===== src/rtl/hb_pkg.sv =====
package hb_pkg;
    parameter int SEQ_W  = 16;
    parameter int ARCH_W = 5;
    parameter int PHYS_W = 7;

    typedef struct packed {
        logic              ph;
        logic [SEQ_W-1:0]  seq;
        logic [ARCH_W-1:0] arch;
        logic [PHYS_W-1:0] newp;
        logic [PHYS_W-1:0] oldp;
    } hb_rec_t;

    typedef enum logic [1:0] {
        ST_IDLE   = 2'd0,
        ST_UNDO   = 2'd1,
        ST_RETIRE = 2'd2
    } hb_mode_e;

    // event bit positions towards the counter bank
    localparam int EV_PH      = 0;
    localparam int EV_COMMIT  = 1;
    localparam int EV_UNDO    = 2;
    localparam int EV_UNDO_RL = 3;
    localparam int EV_N       = 4;
endpackage


===== src/rtl/hb_ring.sv =====
module hb_ring
    import hb_pkg::*;
#(
    parameter int DEPTH = 8
) (
    input  logic    clk,
    input  logic    rst_n,
    input  logic    push_en,
    input  hb_rec_t push_rec,
    input  logic    pop_new,
    input  logic    pop_old,
    output hb_rec_t oldest,
    output hb_rec_t newest,
    output logic    full,
    output logic    empty
);
    localparam int PTR_W = (DEPTH > 1) ? $clog2(DEPTH) : 1;
    localparam int CW    = $clog2(DEPTH + 1);

    typedef struct packed {
        hb_rec_t [DEPTH-1:0] mem;
        logic [PTR_W-1:0]    wr;
        logic [PTR_W-1:0]    rd;
        logic [CW-1:0]       cnt;
    } ring_t;

    ring_t q, d;

    function automatic logic [PTR_W-1:0] nxt(input logic [PTR_W-1:0] p);
        return (p == PTR_W'(DEPTH - 1)) ? '0 : p + PTR_W'(1);
    endfunction

    function automatic logic [PTR_W-1:0] prv(input logic [PTR_W-1:0] p);
        return (p == '0) ? PTR_W'(DEPTH - 1) : p - PTR_W'(1);
    endfunction

    logic do_push, do_pop_old, do_pop_new;

    assign full   = (q.cnt == CW'(DEPTH));
    assign empty  = (q.cnt == '0);
    assign oldest = q.mem[q.rd];
    assign newest = q.mem[prv(q.wr)];

    always_comb begin
        d          = q;
        do_push    = push_en && !full;
        do_pop_old = pop_old && !empty;
        do_pop_new = pop_new && !empty && !do_pop_old;
        if (do_pop_old) begin
            d.rd = nxt(q.rd);
        end
        if (do_pop_new) begin
            d.wr = prv(q.wr);
        end
        if (do_push && !do_pop_new) begin
            d.mem[q.wr] = push_rec;
            d.wr        = nxt(q.wr);
        end
        d.cnt = q.cnt
              + CW'(do_push && !do_pop_new)
              - CW'(do_pop_old || do_pop_new);
    end

    always_ff @(posedge clk) begin
        if (!rst_n) begin
            q <= '0;
        end else begin
            q <= d;
        end
    end

    // occupancy never exceeds the storage
    a_r10_count_bound: assert property (@(posedge clk) disable iff (!rst_n)
        q.cnt <= CW'(DEPTH));

    // a full buffer stays full while nothing is removed
    a_r10_full_hold: assert property (@(posedge clk) disable iff (!rst_n)
        (full && !pop_old && !pop_new) |=> full);

    // the two walks never remove from both ends in one cycle
    a_r3_single_pop: assert property (@(posedge clk) disable iff (!rst_n)
        !(pop_old && pop_new));
endmodule


===== src/rtl/hb_ctrl.sv =====
module hb_ctrl
    import hb_pkg::*;
(
    input  logic              clk,
    input  logic              rst_n,
    input  logic              push_valid,
    input  logic              push_placeholder,
    input  logic              squash_valid,
    input  logic [SEQ_W-1:0]  squash_seq,
    input  logic              commit_valid,
    input  logic [SEQ_W-1:0]  commit_seq,
    input  logic              full,
    input  logic              empty,
    input  hb_rec_t           oldest,
    input  hb_rec_t           newest,
    output logic              push_en,
    output logic              pop_new,
    output logic              pop_old,
    output logic              busy,
    output logic              map_wr_valid,
    output logic [ARCH_W-1:0] map_wr_arch,
    output logic [PHYS_W-1:0] map_wr_phys,
    output logic              free_valid,
    output logic [PHYS_W-1:0] free_phys,
    output logic [EV_N-1:0]   events
);
    typedef struct packed {
        hb_mode_e          mode;
        logic [SEQ_W-1:0]  tgt;
        logic              map_v;
        logic [ARCH_W-1:0] map_arch;
        logic [PHYS_W-1:0] map_phys;
        logic              free_v;
        logic [PHYS_W-1:0] free_phys;
        logic [EV_N-1:0]   ev;
    } ctrl_t;

    ctrl_t q, d;

    always_comb begin
        d        = q;
        d.map_v  = 1'b0;
        d.free_v = 1'b0;
        d.ev     = '0;
        pop_new  = 1'b0;
        pop_old  = 1'b0;
        push_en  = push_valid && !full && !squash_valid && (q.mode != ST_UNDO);
        d.ev[EV_PH] = push_en && push_placeholder;

        if (squash_valid) begin
            // rollback wins over everything, including a retirement walk
            d.mode = ST_UNDO;
            d.tgt  = squash_seq;
        end else begin
            unique case (q.mode)
                ST_IDLE: begin
                    if (commit_valid && !empty && (oldest.seq <= commit_seq)) begin
                        d.mode = ST_RETIRE;
                        d.tgt  = commit_seq;
                    end
                end
                ST_UNDO: begin
                    if (!empty && (newest.seq > q.tgt)) begin
                        pop_new         = 1'b1;
                        d.ev[EV_UNDO]   = 1'b1;
                        if (!newest.ph) begin
                            d.map_v        = 1'b1;
                            d.map_arch     = newest.arch;
                            d.map_phys     = newest.oldp;
                            d.free_v       = 1'b1;
                            d.free_phys    = newest.newp;
                            d.ev[EV_UNDO_RL] = 1'b1;
                        end
                    end else begin
                        d.mode = ST_IDLE;
                    end
                end
                ST_RETIRE: begin
                    if (!empty && (oldest.seq <= q.tgt)) begin
                        pop_old = 1'b1;
                        if (!oldest.ph) begin
                            d.free_v        = 1'b1;
                            d.free_phys     = oldest.oldp;
                            d.ev[EV_COMMIT] = 1'b1;
                        end
                    end else begin
                        d.mode = ST_IDLE;
                    end
                end
                default: d.mode = ST_IDLE;
            endcase
        end
    end

    always_ff @(posedge clk) begin
        if (!rst_n) begin
            q <= '0;
        end else begin
            q <= d;
        end
    end

    assign busy         = (q.mode != ST_IDLE);
    assign map_wr_valid = q.map_v;
    assign map_wr_arch  = q.map_arch;
    assign map_wr_phys  = q.map_phys;
    assign free_valid   = q.free_v;
    assign free_phys    = q.free_phys;
    assign events       = q.ev;

    // map restores come only out of a rollback walk
    a_r4_map_from_undo: assert property (@(posedge clk) disable iff (!rst_n)
        map_wr_valid |-> $past(q.mode == ST_UNDO));

    // every free command comes out of one of the two walks
    a_r5_free_from_walk: assert property (@(posedge clk) disable iff (!rst_n)
        free_valid |-> $past(q.mode != ST_IDLE));

    // a finished rollback leaves nothing younger than its target
    a_r3_undo_stop: assert property (@(posedge clk) disable iff (!rst_n)
        ((q.mode == ST_IDLE) && $past(q.mode == ST_UNDO))
            |-> (empty || (newest.seq <= q.tgt)));

    // a finished retirement leaves nothing at or below its target
    a_r5_retire_stop: assert property (@(posedge clk) disable iff (!rst_n)
        ((q.mode == ST_IDLE) && $past(q.mode == ST_RETIRE))
            |-> (empty || (oldest.seq > q.tgt)));

    // a rollback request always puts the walker into rollback next
    a_r9_undo_wins: assert property (@(posedge clk) disable iff (!rst_n)
        squash_valid |=> (q.mode == ST_UNDO));
endmodule


===== src/rtl/hb_counters.sv =====
module hb_counters
    import hb_pkg::*;
#(
    parameter int CNT_W = 16
) (
    input  logic                        clk,
    input  logic                        rst_n,
    input  logic [EV_N-1:0]             events,
    output logic [EV_N-1:0][CNT_W-1:0]  counts
);
    typedef struct packed {
        logic [EV_N-1:0][CNT_W-1:0] c;
    } cnt_t;

    cnt_t q, d;

    always_comb begin
        d = q;
        for (int i = 0; i < EV_N; i++) begin
            if (events[i]) begin
                d.c[i] = q.c[i] + CNT_W'(1);
            end
        end
    end

    always_ff @(posedge clk) begin
        if (!rst_n) begin
            q <= '0;
        end else begin
            q <= d;
        end
    end

    assign counts = q.c;

    for (genvar g = 0; g < EV_N; g++) begin : g_chk
        // each counter moves by zero or one per cycle
        a_r8_step: assert property (@(posedge clk) disable iff (!rst_n)
            (q.c[g] == $past(q.c[g])) || (q.c[g] == $past(q.c[g]) + CNT_W'(1)));
    end
endmodule


===== src/rtl/rename_history.sv =====
module rename_history
    import hb_pkg::*;
#(
    parameter int DEPTH = 8,
    parameter int CNT_W = 16
) (
    input  logic              clk,
    input  logic              rst_n,
    input  logic              push_valid,
    input  logic              push_placeholder,
    input  logic [SEQ_W-1:0]  push_seq,
    input  logic [ARCH_W-1:0] push_arch,
    input  logic [PHYS_W-1:0] push_new_phys,
    input  logic [PHYS_W-1:0] push_old_phys,
    input  logic              squash_valid,
    input  logic [SEQ_W-1:0]  squash_seq,
    input  logic              commit_valid,
    input  logic [SEQ_W-1:0]  commit_seq,
    output logic              map_wr_valid,
    output logic [ARCH_W-1:0] map_wr_arch,
    output logic [PHYS_W-1:0] map_wr_phys,
    output logic              free_valid,
    output logic [PHYS_W-1:0] free_phys,
    output logic              full,
    output logic              busy,
    output logic [CNT_W-1:0]  cnt_placeholder,
    output logic [CNT_W-1:0]  cnt_committed,
    output logic [CNT_W-1:0]  cnt_undone,
    output logic [CNT_W-1:0]  cnt_undone_real
);
    hb_rec_t                   push_rec, oldest, newest;
    logic                      push_en, pop_new, pop_old, empty;
    logic [EV_N-1:0]           events;
    logic [EV_N-1:0][CNT_W-1:0] counts;

    // a placeholder keeps only its sequence number
    always_comb begin
        push_rec     = '0;
        push_rec.ph  = push_placeholder;
        push_rec.seq = push_seq;
        if (!push_placeholder) begin
            push_rec.arch = push_arch;
            push_rec.newp = push_new_phys;
            push_rec.oldp = push_old_phys;
        end
    end

    hb_ring #(.DEPTH(DEPTH)) ring_i (
        .clk      (clk),
        .rst_n    (rst_n),
        .push_en  (push_en),
        .push_rec (push_rec),
        .pop_new  (pop_new),
        .pop_old  (pop_old),
        .oldest   (oldest),
        .newest   (newest),
        .full     (full),
        .empty    (empty)
    );

    hb_ctrl ctrl_i (
        .clk              (clk),
        .rst_n            (rst_n),
        .push_valid       (push_valid),
        .push_placeholder (push_placeholder),
        .squash_valid     (squash_valid),
        .squash_seq       (squash_seq),
        .commit_valid     (commit_valid),
        .commit_seq       (commit_seq),
        .full             (full),
        .empty            (empty),
        .oldest           (oldest),
        .newest           (newest),
        .push_en          (push_en),
        .pop_new          (pop_new),
        .pop_old          (pop_old),
        .busy             (busy),
        .map_wr_valid     (map_wr_valid),
        .map_wr_arch      (map_wr_arch),
        .map_wr_phys      (map_wr_phys),
        .free_valid       (free_valid),
        .free_phys        (free_phys),
        .events           (events)
    );

    hb_counters #(.CNT_W(CNT_W)) cnt_i (
        .clk    (clk),
        .rst_n  (rst_n),
        .events (events),
        .counts (counts)
    );

    assign cnt_placeholder = counts[EV_PH];
    assign cnt_committed   = counts[EV_COMMIT];
    assign cnt_undone      = counts[EV_UNDO];
    assign cnt_undone_real = counts[EV_UNDO_RL];

    // a restore and its free always travel together
    a_r4_pair: assert property (@(posedge clk) disable iff (!rst_n)
        map_wr_valid |-> free_valid);

    // nothing is appended while the buffer is full
    a_r10_no_push_full: assert property (@(posedge clk) disable iff (!rst_n)
        !(push_en && full));
endmodule


===== config.mk =====
export PLATFORM = sky130hd
export DESIGN_NAME = rename_history
export DESIGN_NICKNAME = d
export VERILOG_FILES = /design/src/rtl/hb_pkg.sv /design/src/rtl/hb_ring.sv /design/src/rtl/hb_ctrl.sv /design/src/rtl/hb_counters.sv /design/src/rtl/rename_history.sv
export SDC_FILE = /design/constraint.sdc
export NUM_CORES = 1
export LEC_CHECK = 0
export BUFFER_PORTS_ARGS = -buffer_cell sky130_fd_sc_hd__buf_2
export CORE_MARGIN = 2
export CORE_UTILIZATION = 53
export CTS_CLUSTER_DIAMETER = 100
export DETAILED_ROUTE_END_ITERATION = 8
export GPL_TIMING_DRIVEN = 0
export PLACE_DENSITY = 0.74
export SETUP_SLACK_MARGIN = 0.1
export SLEW_MARGIN = 20
export SYNTH_ARGS = -nofsm -noshare
export SYNTH_HDL_FRONTEND = slang
export SYNTH_SLANG_ARGS = --single-unit
export TNS_END_PERCENT = 10

===== constraint.sdc =====
create_clock -name clk -period 5.83 [get_ports clk]
set_input_delay 0 -clock clk [delete_from_list [all_inputs] [get_ports clk]]
set_output_delay 0 -clock clk [all_outputs]
set_load 0.005 [all_outputs]

# Word-level counts from Yosys, hierarchy flattened
# Cells that the tools add are included.
op_classes:
  addsub: 9
  n_mul: 0
  div: 0
  n_lt_le_gt_ge: 7
  eq_ne: 16
  n_shift: 0
  mux: 31
  bitwise_logic: 7
  reduce_logical: 37
op_table:
  columns: ["op", "n"]
  rows:
  - ["bitwise mux 288 bit", 1]
  - ["binary-select mux 36 bit (select 3 bit)", 2]
  - ["demux 36 bit (select 3 bit)", 1]
  - ["2-to-1 mux 36 bit", 3]
  - ["adder 16 x 1 -> 16 bit (second input constant)", 4]
  - ["less-or-equal comparator 16 bit", 2]
  - ["2-to-1 mux 22 bit", 1]
  - ["2-to-1 mux 19 bit", 1]
  - ["2-to-1 mux 18 bit", 1]
  - ["2-to-1 mux 17 bit", 1]
  - ["greater-than comparator 16 bit", 1]
  - ["2-to-1 mux 16 bit", 1]
  - ["2-to-1 mux 8 bit", 2]
  - ["case mux 8 bit (2 select lines)", 1]
  - ["2-to-1 mux 3 bit", 5]
  - ["logical AND 1 bit", 14]
  - ["less-than comparator 3 x 4 -> 1 bit (second input constant)", 3]
  - ["2-to-1 mux 10 bit", 1]
  - ["nonzero test 2 bit", 5]
  - ["inequality test 2 x 1 -> 1 bit (second input constant)", 4]
  - ["inequality test 2 bit (second input constant)", 4]
  - ["OR reduction 4 bit", 2]
  - ["2-to-1 mux 1 bit", 7]
  - ["NOT 1 bit", 7]
  - ["24 further kinds", 33]
totals:
  ff_bits: 405
  latch_bits: 0
  ramBits: 0
  romBits: 0
  input_bits: 73
  out_inout_bits: 87
  elab_cells: 166
  mem_count: 0

# Longest topological paths before layout
# Gate-level depths: netlist of the first run.
depth:
  depth_word: 15
  mapped_depth: 27
  mapped_depth_nobuf: 20

# Modules after synthesis
# Synthesis of the first run repeated with hierarchy kept, for this count alone.
unflattened:
  hier_cells: 2511
  area_unflattened_um2: 22247.6
modules_own_cells:
  columns: ["mod", "n_inst", "cells_per_inst", "area_per_inst_um2", "seq_area_each_um2"]
  rows:
  - ["hb_ring", 1, 1802, 16011.6, 5965.7]
  - ["hb_ctrl", 1, 365, 3136.8, 840.8]
  - ["hb_counters", 1, 324, 2962.8, 1281.2]
  - ["rename_history", 1, 20, 136.4, 0.0]

# Worst setup path before layout of the first run
# No wires, ideal clock.
synth_timing:
  kind: "register -> register"
  from: "reg ring_i.q[7] in the netlist's numbering"
  to: "reg ring_i.q[2] in the netlist's numbering"
  setup_time_ps: 115
  arrival_ps: 5857
  t_required_ps: 5715
  setup_slack_ps: -142
  path_stages_with_launch: 26
  n_path_buf: 6
  synth_period_minus_slack_ps: 5972
  cell_sequence: "dfxtp_1 clkinv_1 clkbuf_1 clkbuf_1 ha_1 ha_1 clkinv_1 buf_2 buf_1 clkbuf_1 mux4_2 nand2_1 o31ai_1 ha_1 a41oi_2 o21ai_1 a221o_1 o31ai_4 clkbuf_1 a31oi_1 ha_1 inv_1 ha_1 fa_1 xor2_1 and2_1"
synth_between:
  elab_chain_len: 15
  elab_cells_between_ends: 17
  cone_classes: "add/sub: 3; order compare: 1; mux: 6; reduce/logical: 7"
synth_lines:
  columns: ["item", "line", "rtl"]
  rows:
  - ["start, declared", "hb_ring.sv:27", "ring_t q, d;"]
  - ["subtractor 3 x 1 -> 3 bit or zero test 3 bit (tied branches)", "hb_ring.sv:34", "return (p == '0) ? PTR_W'(DEPTH - 1) : p - PTR_W'(1);"]
  - ["2-to-1 mux 3 bit (*)", "hb_ring.sv:34", null]
  - ["binary-select mux 36 bit (select 3 bit) (*)", "hb_ring.sv:42", "assign newest = q.mem[prv(q.wr)];"]
  - ["2-to-1 mux 36 bit (not written as such) (*)", "hb_ring.sv:42", null]
  - ["greater-than comparator 16 bit (*)", "hb_ctrl.sv:63", "if (!empty && (newest.seq > q.tgt)) begin"]
  - ["logical AND 1 bit (*)", "hb_ctrl.sv:63", null]
  - ["2-to-1 mux 1 bit (*)", "hb_ctrl.sv:63", null]
  - ["2-to-1 mux 1 bit (*)", "hb_ctrl.sv:55", "unique case (q.mode)"]
  - ["2-to-1 mux 1 bit (*)", "hb_ctrl.sv:50", "if (squash_valid) begin"]
  - ["logical AND 1 bit (*) (2 in a row)", "hb_ring.sv:48", "do_pop_new = pop_new && !empty && !do_pop_old;"]
  - ["zero test 1 bit", "hb_ring.sv:60", "+ CW'(do_push && !do_pop_new)"]
  - ["logical AND 1 bit", "hb_ring.sv:60", null]
  - ["adder 4 x 1 -> 4 bit", "hb_ring.sv:60", null]
  - ["subtractor 4 x 1 -> 4 bit (*)", "hb_ring.sv:61", "- CW'(do_pop_old || do_pop_new);"]
# Every way passes the cells marked *; elsewhere a longest branch is shown, timed or not. The select of a mux whose other input is x is not followed.
# A chain may end at the register's enable or synchronous reset.

# Worst setup path after layout of the first run
# Ends and elaborated chain as after synthesis.

==> run summary, run 1 <==
number of warning messages in the yosys log = 0
initial drt markers = 2269
Synth area leader = dfxtp_1
average detailed-routed wire length per instance = 22.29 um
maximum clock insertion buffer count = 3
commonest cells in the synthesized netlist = nand2_1 (508), dfxtp_1 (404), and2_1 (211), o21ai_0 (142), a21boi_0 (121)
Synth area leaders = dfxtp_1 (38%), nand2_1 (9.1%), mux4_2 (8.8%)
clock tree skew after final layout = 0.02236 ns
final worst path period share = 0.9645
total half-perimeter wirelength after legalization and detailed placement = 50780 um
placer's final routability congestion estimate = 0.9798
transition at the pin with the smallest max-transition slack = 0.9279 ns
Buffers & Inverters on Critical Path = 7
global routing met2 resource utilization = 0.5107
highest fanout seen on the critical path = 10
number of antenna diodes = 0
required time at the worst-slack endpoint = 6.30 ns
largest net degree at the start of global routing = 19
clock-pin slew on the worst setup and hold paths = 0.06 ns
relative max-transition margin = 0.3654
Post-Synthesis Cells = 2360
number of vias per cell = 6.054
met1 Track Usage GR = 0.4497
die outline height = 203.3 um
residual DRC count = 0
fin util = 0.6349
top-level port count = 160
leakage dissipation = 9.550 nW
status = finished, final reports clean
kind of capture point of the worst setup path = register
number of nets produced by synthesis = 2501
number of antenna violations at the first check in global routing = 2
P&R area growth vs syn = 17.43%
tightest hold margin = 0.02003 ns
Synth Cell Area = 21040 um2
GR Util All Layers = 0.3375
maximum vdd drop = 0.0001719 V
count of unique library cells instantiated by Yosys = 69
placeable core region = 38920 um2
max_cap viols = 0
remaining antenna violation count = 0
Die ar. = 41310 um2
critical path arrival = 6.09 ns
total clock buffers created by CTS = 43
standard-cell row count = 72
pins over their slew limit = 0
die span in x = 203.3 um
Critical Path Source Type = register
final critical delay including setup and external delays = 5.623 ns
unrepaired setup endpoints after global routing = false
buffer type at the clock tree root = clkbuf_16
delay of the slowest cell on the worst path = 0.41 ns
share of layout cells above drive strength 1 = 0.1780
Synth Register Bits = 404
CTS Sinks = 404
chain of cells forming the critical path = clkinv_4 > clkbuf_8 > ha_2 > ha_4 > buf_6 > nor2b_2 > clkbuf_2 > clkbuf_4 > a221oi_1 > o31ai_2 > ha_1 > a41oi_2 > o21ai_1 > a221o_1 > o31ai_4 > clkbuf_8 > a31oi_1 > ha_1 > inv_1 > ha_1 > fa_1 > xor2_1 > and2_1
worst-skew pair later-pin latency = 0.58 ns
Highest Clock Rate = 0.1778 GHz
CTS tree = done
starting utilization of the core area = 0.5407
CP delay by family, top = adder cells
met3 track demand over resource in global routing = 0.09684
mean cell area of the mapped netlist = 8.916 um2
number of hold-slack violations in the final timing report = 0
library cell appearing most often on the critical path = ha_1
Pre-antenna DRT Iters = 7
NumNets Final = 2752
via total after detailed routing = 19.13k
Overflow after GRT = 0
type of the worst setup path = reg -> reg
number of global-route vias before repair = 18.61k
worst min-delay path category = in -> reg
cell with the most instances after synthesis = nand2_1
total length of routed wires = 70420 um
commonest register cell after synthesis = dfxtp_1
library cell contributing the largest single delay on the critical path = dfxtp_2
power density normalized to cell area = 266.1 nW/um2
H-tree levels = 2
fraction of registers with async set/reset = 0
buffers added on ports = 142
number of filler cells placed in the layout = 3225
global routing's busiest layer = met2
count of endpoints failing setup in the final report = 0
Seq/Total Area, Yosys = 0.3844
share of the synthesized area in the top cell type = 0.3844
EDFF count, synth = 0
global-route wire length before repair = 106800 um
-- per-layer routing --
| metal | up-vias | routed length [um] |
|---|---|---|
| li1 | 8653 | - |
| met1 | 9123 | 28380 |
| met2 | 1136 | 30300 |
| met3 | 210 | 8965 |
| met4 | 4 | 2740 |
| met5 | - | 29 |
-- placed cells by master, fill, tap and decap left out, types with 19 or more instances in the layout --
| cell type | Yosys | final |
|---|---|---|
| o21ai_0 | 142 | 139 |
| xnor2_1 | 43 | 43 |
| dfxtp_1 | 404 | 403 |
| inv_1 | 46 | 45 |
| a21oi_1 | 48 | 48 |
| dlygate4sd3_1 | 1 | 58 |
| clkbuf_1 | 104 | 91 |
| mux2i_1 | 49 | 49 |
| a21boi_0 | 121 | 121 |
| and2_1 | 211 | 211 |
| nor2_1 | 46 | 44 |
| buf_2 | 38 | 178 |
| clkbuf_16 | 0 | 43 |
| nor2b_1 | 20 | 19 |
| ha_1 | 67 | 65 |
| buf_4 | 34 | 41 |
| and3_1 | 19 | 19 |
| o21ai_1 | 58 | 61 |
| a21boi_1 | 25 | 25 |
| nand4_1 | 26 | 26 |
| nand2b_1 | 22 | 21 |
| mux2_2 | 26 | 26 |
| nand2_1 | 508 | 508 |
| mux4_2 | 82 | 82 |
-- area by class of cell --
| type | count | area [um2] | area share |
|---|---|---|---|
| Clock buffer | 60 | 1260 | 0.05099 |
| Clock inverter | 15 | 200.2 | 0.008102 |
| Tap cell | 518 | 648.1 | 0.02623 |
| Buffer | 194 | 1137 | 0.04603 |
| Multi-Input combinational cell | 1711 | 11840 | 0.4790 |
| Sequential cell | 404 | 8089 | 0.3274 |
| Timing Repair Buffer | 207 | 1341 | 0.05428 |
| Inverter | 50 | 197.7 | 0.008000 |
-- kinds of logic after synthesis --
group / count (synthesis) / share of synthesized area
AO/OA/AOI/OAI: 513 / 0.1588
XOR/XNOR: 55 / 0.02289
adder cells (fa/ha/maj): 68 / 0.04079
buffers and inverters: 245 / 0.05595
flip-flops: 404 / 0.3844
multiplexers: 157 / 0.1250
AND/OR/NAND/NOR: 918 / 0.2122
-- worst paths after layout --
kind	startpoint	to	slack (ns)	cells past startpoint
setup / recovery	ring_i.q[7]	ring_i.q[2]	0.21	23
hold / removal	push_new_phys[0]	ring_i.q[125]	0.02	4
setup reg to reg	ring_i.q[7]	ring_i.q[2]	0.21	23
hold reg to reg	ctrl_i.free_phys[0]	ctrl_i.free_phys[0]	0.46	2
-- flip-flops by register name, indices dropped and copies added (netlist names) --
signal,flops
ctrl_i.events,3
ctrl_i.free_valid,1
ctrl_i.q,18
ctrl_i.map_wr_valid,1
ctrl_i.map_wr_arch,5
cnt_i.counts,64
ring_i.q,298
ctrl_i.free_phys,7
ctrl_i.map_wr_phys,7
-- worst register-to-register path, cell delays in order (launching register included) --
cell,delay (ns)
dfxtp_2,0.41
clkinv_4,0.07
clkbuf_8,0.20
ha_2,0.22
ha_4,0.16
buf_6,0.15
nor2b_2,0.28
clkbuf_2,0.32
clkbuf_4,0.32
a221oi_1,0.14
o31ai_2,0.36
ha_1,0.34
a41oi_2,0.19
o21ai_1,0.09
a221o_1,0.39
o31ai_4,0.32
clkbuf_8,0.19
a31oi_1,0.10
ha_1,0.32
inv_1,0.04
ha_1,0.22
fa_1,0.39
xor2_1,0.17
and2_1,0.15
-- report_power, final --
group          internal (mW)  switching, mW  total [mW]
Clock                   1.68           1.18        2.87
Sequential              2.80         0.0331        2.84
Combinational          0.324          0.548       0.872
Total                   4.81           1.76        6.58
-- metrics by stage --
step                worst slack, ns  TNS [ns]  area (um2)  std cells  power, mW
floorplan                    0.1101         0       21050       2360      3.380
global placement             -2.324    -39.37       22410       3020      3.640
detailed placement           -2.448    -42.04       22410       3020      3.661
CTS                          0.1122         0       24610       3153      6.546
global route                 0.1100         0       24710       3159      6.736
finish                       0.2070         0       24710       3159      6.576
-- timing repair --
| action | in CTS | in global routing |
|---|---|---|
| setup endpoints to repair | 31 | 17 |
| resized for setup | 60 | 22 |
| pin swaps | 1 | 2 |
| buffers inserted | 2 | 6 |
| endpoints found under the hold margin | 186 | 0 |
| hold buffers | 57 | 0 |
(Power assumes the default switching activity.)
==> run 2: changes to the inputs <==
Settings changed: ABC_AREA set to 1, CAP_MARGIN set to 10, PLACE_DENSITY 0.74 to 0.72.
Clock period 5.83 ns to 6.9 ns, I/O delays scaled along.
==> run summary, run 2 <==
status = finished, final reports clean
delay of the slowest cell on the worst path = 0.73 ns (+0.32 ns)
leakage dissipation = 9.960 nW (+4.3%)
total clock buffers created by CTS = 45 (+4.7%)
parity-gate share of the synthesized area counting xor and xnor cells = 0.0004255 (-0.02247)
number of hold-slack violations in the final timing report = 0 (unchanged)
cell with the most instances after synthesis = o21ai_0
largest net degree at the start of global routing = 20 (+1)
Post-Synthesis Cells = 2847 (+21%)
final std cells w/o fill = 3685 (+17%)
post-synthesis simple-gate area fraction = 0.1710 (-0.04118)
CTS tree = done
highest fanout seen on the critical path = 19 (+9)
via total after detailed routing = 22.77k (+19%)
average detailed-routed wire length per instance = 23.99 um (+7.6%)
number of global-route vias before repair = 21.01k (+13%)
final critical delay including setup and external delays = 6.627 ns (+1.004 ns)
max FFs per register = 298 (unchanged)
die span in x = 201.1 um (-1.1%)
share of layout cells above drive strength 1 = 0.1364 (-0.04153)
met2 layer wire length in the routed design = 36560 um (+21%)
adder and majority gate portion of the synthesized area = 0.04170 (+0.0009050)
power density normalized to cell area = 259.7 nW/um2 (-2.4%)
r2r startpoint = ring_i.q[7]
unrepaired setup endpoints after global routing = false
Die ar. = 40430 um2 (-2.1%)
number of filler cells placed in the layout = 3491 (+8.2%)
multiplexer share of the synthesized area = 0 (-0.1250)
part of the power in registers = 0.389 (-0.043)
main combinational cell family by area after synthesis = compound AO/OA/AOI/OAI gates
mean cell area of the mapped netlist = 7.230 um2 (-19%)
Cell Int Power = 4.226 mW (-12%)
clock group share of total power = 0.387 (-0.049)
transition at the pin with the smallest max-transition slack = 1.198 ns (+0.2697 ns)
share of the synthesized area in the top cell type = 0.3929 (+0.008528)
NumNets Final = 3268 (+19%)
number of nets produced by synthesis = 2988 (+19%)
Synth Cell Area = 20580 um2 (-2.2%)
switching power total = 2.082 mW (+18%)
Synth area leader = dfxtp_1
top-level port count = 160 (unchanged)
net switching fraction of the power = 0.3300 (+0.06190)
Hold Startpoint = squash_valid
final worst path period share = 0.9604 (-0.004121)
GR Util All Layers = 0.4255 (+0.08798)
relative max-transition margin = 0.2017 (-0.1638)
reg-to-reg setup timing slack = 0.27 ns (+0.07 ns)
worst-skew pair later-pin latency = 0.61 ns (+0.03 ns)
max_cap viols = 0 (unchanged)
tightest hold margin = 0.08575 ns (+0.06572 ns)
fraction of registers with async set/reset = 0 (unchanged)
commonest cells in the synthesized netlist = o21ai_0 (441), a21oi_1 (416), dfxtp_1 (404), nand2_1 (293), nor2_1 (281)
total half-perimeter wirelength after legalization and detailed placement = 62500 um (+23%)
pins over their slew limit = 0 (unchanged)
register name with the most flops = ring_i.q
cell count after placement = 3524 (+17%)
kind of capture point of the worst setup path = register
placeable core region = 38470 um2 (-1.2%)
leading cell type in the layout, fill and taps excluded = o21ai_0
Seq/Total Area, Yosys = 0.3929 (+0.008528)
starting utilization of the core area = 0.5351 (-0.005541)
P&R area growth vs syn = 17.99%
maximum clock insertion buffer count = 3 (unchanged)
Synth Register Bits = 404 (unchanged)
initial drt markers = 3702 (+63%)
critical path arrival = 7.08 ns (+0.99 ns)
routed length on met1 = 34030 um (+20%)
launch point of the critical path = ring_i.q[7]
Synth area leaders = dfxtp_1 (39%), o21ai_0 (11%), a21oi_1 (10%)
required time at the worst-slack endpoint = 7.35 ns (+1.05 ns)
CTS Sinks = 404 (unchanged)
Highest Clock Rate = 0.1509 GHz (-15%)
combinational share of power = 0.223 (+0.090)
Pre-antenna DRT Iters = 6 (-1)
count of unique library cells instantiated by Yosys = 52 (-25%)
remaining antenna violation count = 0 (unchanged)
Critical Path Source Type = register
count of endpoints failing setup in the final report = 0 (unchanged)
area fraction in compound gates after synthesis = 0.2859 (+0.1271)
wire length on met3 = 12780 um (+43%)
library cell appearing most often on the critical path = ha_1
setup tns final = 0 ns (unchanged)
residual DRC count = 0 (unchanged)
commonest cells after routing, fill and taps aside = o21ai_0 (441), a21oi_1 (416), dfxtp_1 (404)
buffer type at the clock tree root = clkbuf_16
library cell contributing the largest single delay on the critical path = clkbuf_1
die outline height = 201.1 um (-1.1%)
placer's final routability congestion estimate = 1.038 (+5.9%)
number of antenna violations at the first check in global routing = 5 (+3)
number of warning messages in the yosys log = 0 (unchanged)
Overflow after GRT = 0 (unchanged)
buffers added on ports = 159 (+12%)
maximum vdd drop = 0.0002089 V (+22%)
clock tree skew after final layout = 0.04004 ns (+0.01768 ns)
global-route wire length before repair = 129600 um (+21%)
commonest register cell after synthesis = dfxtp_1
worst min-delay path category = in -> reg
number of vias per cell = 6.179 (+2.1%)
top routing layer used = met5
standard-cell row count = 72 (unchanged)
total length of routed wires = 88420 um (+26%)
H-tree levels = 2 (unchanged)
EDFF count, synth = 0 (unchanged)
type of the worst setup path = reg -> reg
clock-pin slew on the worst setup and hold paths = 0.06 ns (about the same)
## run 2: cell count changes in the layout (fill, tap and decap cells not counted), moves of 74 or more
cell      previous run  this run
nand2_1            508       293
inv_1               45       279
a21boi_0           121         7
nor2_1              44       281
a21oi_1             48       416
o21ai_0            139       441
nand3_1             15        89
mux4_2              82         0
and2_1             211         2
## run 2: per-layer routing
| layer | track usage | vias up |
|---|---|---|
| met5 | 0.01429 | - |
| met4 | 0.2151 | 6 |
| met3 | 0.1334 | 323 |
| met2 | 0.6341 | 1661 |
| met1 | 0.5535 | 10518 |
| li1 | - | 10263 |
## run 2: worst paths after layout
kind | end | cells past startpoint
max | ring_i.q[2] | 26
min | ctrl_i.free_phys[2] | 7
max reg2reg | ring_i.q[2] | 26
min reg2reg | ring_i.q[135] | 2
## run 2: cell type report
class	instances	area (um2)	area share
Antenna cell	8	20.02	0.0008243
Buffer	218	1107	0.04559
Clock buffer	61	1266	0.05214
Clock inverter	18	200.2	0.008243
Inverter	298	1124	0.04626
Multi-Input combinational cell	1926	10290	0.4236
Sequential cell	404	8088	0.3330
Tap cell	518	648.1	0.02669
Timing Repair Buffer	234	1546	0.06368
## run 2: critical path: cells and delay by family, from the launching register on
family	cells	cell delay, ns
AO/OA/AOI/OAI	4	0.99
AND/OR/NAND/NOR	7	0.92
XOR/XNOR	1	0.16
buffers and inverters	8	2.21
adder cells (fa/ha/maj)	6	1.79
flip-flops	1	0.42
## run 2: cell families (layout without fill, tap and decap cells)
logic type | after synthesis | count (layout)
compound gates | 1070 | 1070
xor+xnor | 1 | 1
fa+ha+maj | 68 | 68
buf+inv | 517 | 829
flops | 404 | 404
other cells | 0 | 8
simple gates | 787 | 787
## run 2: through the flow
| stage | power, mW | instance area (um2) | utilization | setup WS [ns] |
|---|---|---|---|---|
| 6_report | 6.308 | 24290 | 0.6314 | 0.2735 |
| 3_5_place_dp | 3.785 | 22030 | 0.5727 | -0.1054 |
| 2_1_floorplan | 3.276 | 20580 | - | 1.968 |
| 4_1_cts | 6.216 | 24240 | 0.6303 | 0.3372 |
| 3_3_place_gp | 3.763 | 22030 | 0.5727 | -0.1528 |
| 5_1_grt | 6.467 | 24270 | 0.6311 | 0.1186 |
## run 2: timing repair
| item | 4_1_cts | 5_1_grt |
|---|---|---|
| resized for setup | 2 | 16 |
| hold buffers | 75 | 0 |
| buffers inserted | 0 | 0 |
| hold endpoints to repair | 296 | 0 |
| gates cloned | 0 | 0 |
| endpoints found under the setup margin | 3 | 3 |
## run 2: power groups by stage
stage / clock [mW] / sequential, mW / combinational [mW]
after detailed placement: 0 / 2.50 / 1.28
after global routing: 2.52 / 2.46 / 1.49
after floorplan: 0 / 2.49 / 0.785
after global placement: 0 / 2.50 / 1.26
final: 2.44 / 2.46 / 1.41
after CTS: 2.44 / 2.45 / 1.33
